[config.mk]
export PLATFORM = sky130hd
export DESIGN_NAME = lai_unit
export DESIGN_NICKNAME = d
export VERILOG_FILES = /design/src/rtl/lai_pkg.sv /design/src/rtl/lai_bytealu.sv /design/src/rtl/lai_lsr.sv /design/src/rtl/lai_seq.sv /design/src/rtl/lai_unit.sv
export SDC_FILE = /design/constraint.sdc
export NUM_CORES = 1
export LEC_CHECK = 0
export BUFFER_PORTS_ARGS = -buffer_cell sky130_fd_sc_hd__buf_2
export CORE_MARGIN = 3
export CORE_UTILIZATION = 29
export CTS_CLUSTER_DIAMETER = 50
export DETAILED_ROUTE_END_ITERATION = 10
export PLACE_DENSITY = 0.48
export SYNTH_ARGS = -nofsm -noshare
export SYNTH_HDL_FRONTEND = slang
export SYNTH_SLANG_ARGS = --single-unit
[constraint.sdc]
create_clock -name clk -period 8.09 [get_ports clk]
set_clock_uncertainty 0.2 [all_clocks]
set_input_delay 0.809 -clock clk [delete_from_list [all_inputs] [get_ports clk]]
set_output_delay 0.809 -clock clk [all_outputs]
set_load 0.02 [all_outputs]
[src/rtl/lai_pkg.sv]
package lai_pkg;
    localparam int BYTE_W = 8;
    localparam int WORD_W = 2 * BYTE_W;
    localparam int NUM_XR = 2;

    typedef enum logic [2:0] {
        ST_IDLE,
        ST_DHI,   // direct form, high byte
        ST_DLO,   // direct form, low byte
        ST_XLO,   // indexed form, low byte + carry capture
        ST_XHI    // indexed form, high byte + carry
    } lai_state_e;

    typedef struct packed {
        logic                    long_form;
        logic [NUM_XR-1:0]       dest;   // one bit per destination register
        logic [NUM_XR-1:0]       base;   // one-hot base, zero = no base
        logic [BYTE_W-1:0]       hi;
        logic [BYTE_W-1:0]       lo;
    } lai_cmd_t;

    function automatic logic [NUM_XR-1:0] dest_decode(input logic [BYTE_W-1:0] q);
        return q[NUM_XR-1:0];
    endfunction

    function automatic logic [NUM_XR-1:0] base_decode(input logic [BYTE_W-1:0] op);
        logic [NUM_XR-1:0] sel;
        sel = '0;
        for (int i = 0; i < NUM_XR; i++) begin
            if (op[BYTE_W-1 -: 4] == 4'(i + 1)) sel[i] = 1'b1;
        end
        return sel;
    endfunction
endpackage

[src/rtl/lai_bytealu.sv]
module lai_bytealu #(
    parameter int W = 8
) (
    input  logic [W-1:0] a,
    input  logic [W-1:0] b,
    input  logic         cin,
    output logic [W-1:0] sum,
    output logic         cout
);
    logic [W:0] full;
    always_comb begin
        full = {1'b0, a} + {1'b0, b} + {{W{1'b0}}, cin};
        sum  = full[W-1:0];
        cout = full[W];
    end
endmodule

[src/rtl/lai_lsr.sv]
module lai_lsr #(
    parameter int W = 8,
    parameter int N = 2
) (
    input  logic                  clk,
    input  logic                  rst,
    input  logic [N-1:0]          wr_sel,
    input  logic                  wr_hi,
    input  logic                  wr_lo,
    input  logic [W-1:0]          wdata,
    output logic [N-1:0][2*W-1:0] rd
);
    for (genvar g = 0; g < N; g++) begin : g_xr
        logic [W-1:0] hi_q;
        logic [W-1:0] lo_q;
        always_ff @(posedge clk) begin
            if (rst) begin
                hi_q <= '0;
                lo_q <= '0;
            end else begin
                if (wr_sel[g] && wr_hi) hi_q <= wdata;
                if (wr_sel[g] && wr_lo) lo_q <= wdata;
            end
        end
        assign rd[g] = {hi_q, lo_q};
    end
endmodule

[src/rtl/lai_seq.sv]
module lai_seq
    import lai_pkg::*;
(
    input  logic       clk,
    input  logic       rst,
    input  logic       start,
    input  lai_cmd_t   cmd_in,
    output lai_state_e state,
    output lai_cmd_t   cmd,
    output logic       done
);
    always_ff @(posedge clk) begin
        if (rst) begin
            state <= ST_IDLE;
            cmd   <= '0;
            done  <= 1'b0;
        end else begin
            done <= (state == ST_DLO) || (state == ST_XHI);
            unique case (state)
                ST_IDLE: if (start) begin
                    cmd   <= cmd_in;
                    state <= cmd_in.long_form ? ST_DHI : ST_XLO;
                end
                ST_DHI:  state <= ST_DLO;
                ST_DLO:  state <= ST_IDLE;
                ST_XLO:  state <= ST_XHI;
                ST_XHI:  state <= ST_IDLE;
                default: state <= ST_IDLE;
            endcase
        end
    end
endmodule

[src/rtl/lai_unit.sv]
module lai_unit
    import lai_pkg::*;
(
    input  logic        clk,
    input  logic        rst,
    input  logic        start,
    input  logic        long_form,
    input  logic [7:0]  q_code,
    input  logic [7:0]  op_code,
    input  logic [7:0]  opnd_hi,
    input  logic [7:0]  opnd_lo,
    output logic        busy,
    output logic        done,
    output logic [15:0] xr1,
    output logic [15:0] xr2
);
    lai_state_e                    state;
    lai_cmd_t                      cmd_in, cmd;
    logic [NUM_XR-1:0][WORD_W-1:0] rd;
    logic [WORD_W-1:0]             base_val;
    logic [BYTE_W-1:0]             alu_a, alu_b, alu_sum;
    logic                          alu_cin, alu_cout, carry_q;
    logic                          wr_hi, wr_lo;

    always_comb begin
        cmd_in.long_form = long_form;
        cmd_in.dest      = dest_decode(q_code);
        cmd_in.base      = base_decode(op_code);
        cmd_in.hi        = opnd_hi;
        cmd_in.lo        = opnd_lo;
    end

    lai_seq u_seq (
        .clk(clk), .rst(rst), .start(start), .cmd_in(cmd_in),
        .state(state), .cmd(cmd), .done(done)
    );

    always_comb begin
        base_val = '0;
        for (int i = 0; i < NUM_XR; i++) begin
            if (cmd.base[i]) base_val = rd[i];
        end
    end

    always_comb begin
        alu_a   = '0;
        alu_b   = '0;
        alu_cin = 1'b0;
        wr_hi   = 1'b0;
        wr_lo   = 1'b0;
        unique case (state)
            ST_DHI: begin alu_b = cmd.hi; wr_hi = 1'b1; end
            ST_DLO: begin alu_b = cmd.lo; wr_lo = 1'b1; end
            ST_XLO: begin
                alu_a = base_val[BYTE_W-1:0];
                alu_b = cmd.lo;
                wr_lo = 1'b1;
            end
            ST_XHI: begin
                alu_a   = base_val[WORD_W-1:BYTE_W];
                alu_cin = carry_q;
                wr_hi   = 1'b1;
            end
            default: ;
        endcase
    end

    lai_bytealu #(.W(BYTE_W)) u_alu (
        .a(alu_a), .b(alu_b), .cin(alu_cin), .sum(alu_sum), .cout(alu_cout)
    );

    always_ff @(posedge clk) begin
        if (rst)                   carry_q <= 1'b0;
        else if (state == ST_XLO)  carry_q <= alu_cout;
    end

    lai_lsr #(.W(BYTE_W), .N(NUM_XR)) u_lsr (
        .clk(clk), .rst(rst), .wr_sel(cmd.dest), .wr_hi(wr_hi), .wr_lo(wr_lo),
        .wdata(alu_sum), .rd(rd)
    );

    assign busy = (state != ST_IDLE);
    assign xr1  = rd[0];
    assign xr2  = rd[1];
endmodule

==> metrics.yaml <==
synth_cells: 342
clockBufferDepth: 2
grt_usage: 0.148
cp.arrival_ns: 3.72
wirelength_mm: 7.99
clk_latency_ns: 0.33
path_class: "reg2reg"
grt_first_pass_wirelength_mm: 13.0
cts_resized: 0
hold_class: "reg2reg"
rsz0062_at_grt: "false"
synth_seq_cells: 57
total_leakage_power_uw: 0.00138
ant_nets: 0
synth_warnings: 0
port_buffers: 59
synth_edf_count: 0
coreArea_sq_um: 9420
synthTopCellsByArea: "dfxtp_1, nand2_1, a22oi_1"
mostFrequentLayoutCells: "nand2_1, buf_2, dfxtp_1"
pin_count: 70
critPathRequiredTime_ns: 8.10
die_w_um: 106
startpoint_type: "register"
clkTransAtPathRegs_ns: 0.06
fin_crit_sh: 0.459
worstMarginPinSlew_ns: 0.684
grt_max_degree: 57
gp_congestion: 0.802
tritoncts: "done"
hold_buffers: 0
initial_core_util: 0.305
synth_top_area_cell: "dfxtp_1"
fmax_mhz: 270
overflow: 0
drc: 0
viasPerCell: 4.93
grt_pass1_vias: 2516
core.rowCount: 35
htreeDepth: 3
cts_made_buffers: 9
syn_nets: 387
postCtsSetupBuffers: 0
antenna_cells: 0
synth.avg_cell_area_sq_um: 8.40
relSlewSlack: 0.544
dp_hpwl_mm: 5.80
num_vias: 2576
slew_viol_final: 0
final_nets: 434
tns_ns: 0
dr.pass1.iters: 5
setup_violations: 0
powerDensity_nw_per_um2: 180
status: "finished, final reports clean"
clock_sinks: 57
yosys.area.top_type_share: 0.397
drive_above_1_share: 0.223
ir_drop_uv: 75.8
synthArstFlopShare: 0
setup_slack_ns: 4.38
hold_viol: 0
fp.dieH_um: 106
worstPathMaxFanout: 18
antenna_found_initial: 0
post-route-min-period_ns: 3.71
placedCellCount: 507
netlist-cell-type-count: 52
pre_cts_slack_ns: 4.34
power_uw: 615
layout_commonest_cell: "nand2_1"
post_drt_wl_per_cell_um: 15.3
dieArea_sq_um: 11100
syn2layout_area_growth_pct: 18.7
fin_cells: 523
yosysSeqAreaShare: 0.397
max_cap_violations: 0
synth_flop_cell: "dfxtp_1"
cts_root_buf: "clkbuf_8"
end_kind: "register"
drtIter0Drc: 108
syn_area_sq_um: 2870
==> power by group <==
group	leakage, uW	internal [uW]	switching [uW]
logic	0.000803	18.0	31.2
clock network	0.000112	161	109
registers	0.000462	289	7.54
total	0.00138	468	148
==> worst max-delay path, stage by stage (launching register included) <==
cell and delay [ns]:
dfxtp_1 0.71, and2b_2 0.28, nand2_1 0.30, o22ai_1 0.30
fa_1 0.32, inv_1 0.08, fa_1 0.39, nand2b_1 0.21
a21o_1 0.25, a311oi_2 0.43, o21ai_0 0.12
==> registers in the layout, indices dropped and copies added, names as in the netlist <==
register and cells:
u_lsr.g_xr.hi_q 16, carry_q 1, u_seq.state 3, u_lsr.g_xr.lo_q 16
u_seq.done 1, u_seq.cmd 20
==> per-layer routing <==
| layer | track usage | share of wire | vias up |
|---|---|---|---|
| met5 | 0 | 0 | - |
| met4 | 0.0518 | 0.010 | 0 |
| met3 | 0.0459 | 0.065 | 6 |
| met2 | 0.227 | 0.45 | 73 |
| met1 | 0.195 | 0.47 | 1186 |
| li1 | - | - | 1311 |
==> stage by stage <==
| step | cell area, sq um | hold WS (ns) | util |
|---|---|---|---|
| finish | 3410 | 0.255 | 0.362 |
| global route | 3410 | 0.283 | 0.362 |
| CTS | 3410 | 0.254 | 0.362 |
| detailed placement | 3200 | 0.245 | 0.340 |
| global placement | 3200 | 0.241 | 0.340 |
| floorplan | 2870 | 0.227 | - |
==> final timing paths <==
check,cells past startpoint,to,slack [ns],from
setup / recovery,10,u_lsr.g_xr[0].lo_q[6],4.38,u_seq.state[1]
hold / removal,2,u_seq.cmd[16],0.25,u_seq.cmd[16]
setup reg to reg,10,u_lsr.g_xr[0].lo_q[6],4.38,u_seq.state[1]
hold reg to reg,2,u_seq.cmd[16],0.25,u_seq.cmd[16]
==> layout make-up <==
class	instances	area, sq um
Fill cell	1042	6000
Multi-Input combinational cell	249	1550
Sequential cell	57	1140
Timing Repair Buffer	61	310
Clock buffer	15	206
Tap cell	129	161
Inverter	11	41.3
Clock inverter	1	5.00
==> logic make-up (layout without fill, tap and decap cells) <==
family / after synthesis / in the layout / synth area share
XOR/XNOR: 3 / 3 / 0.0118
adder cells (fa/ha/maj): 9 / 9 / 0.0444
multiplexers: 4 / 4 / 0.0139
AND/OR/NAND/NOR: 126 / 126 / 0.205
flip-flops: 57 / 57 / 0.397
buffers and inverters: 36 / 88 / 0.0649
AO/OA/AOI/OAI: 107 / 107 / 0.263
==> cell usage after synthesis, types with 2 or more instances <==
cell and n:
o21ai_1 2, nand2_1 62, ha_1 7, a211oi_1 6
nand3_1 2, buf_1 2, inv_1 11, buf_6 5
o22ai_1 7, nor2b_1 4, mux2i_1 4, dfxtp_1 57
and2_1 2, nand2b_1 3, o21ai_0 2, nand4b_1 4
o2bb2ai_1 2, xnor2_1 2, and3b_1 3, a22o_1 8
nor2_1 30, or3_1 3, a21oi_1 33, a21o_1 6
fa_1 2, nor3_1 3, buf_2 8, clkbuf_1 9
and3_1 2, o211ai_1 7, a22oi_1 23
Note: power is estimated with default switching activity, not from simulation.
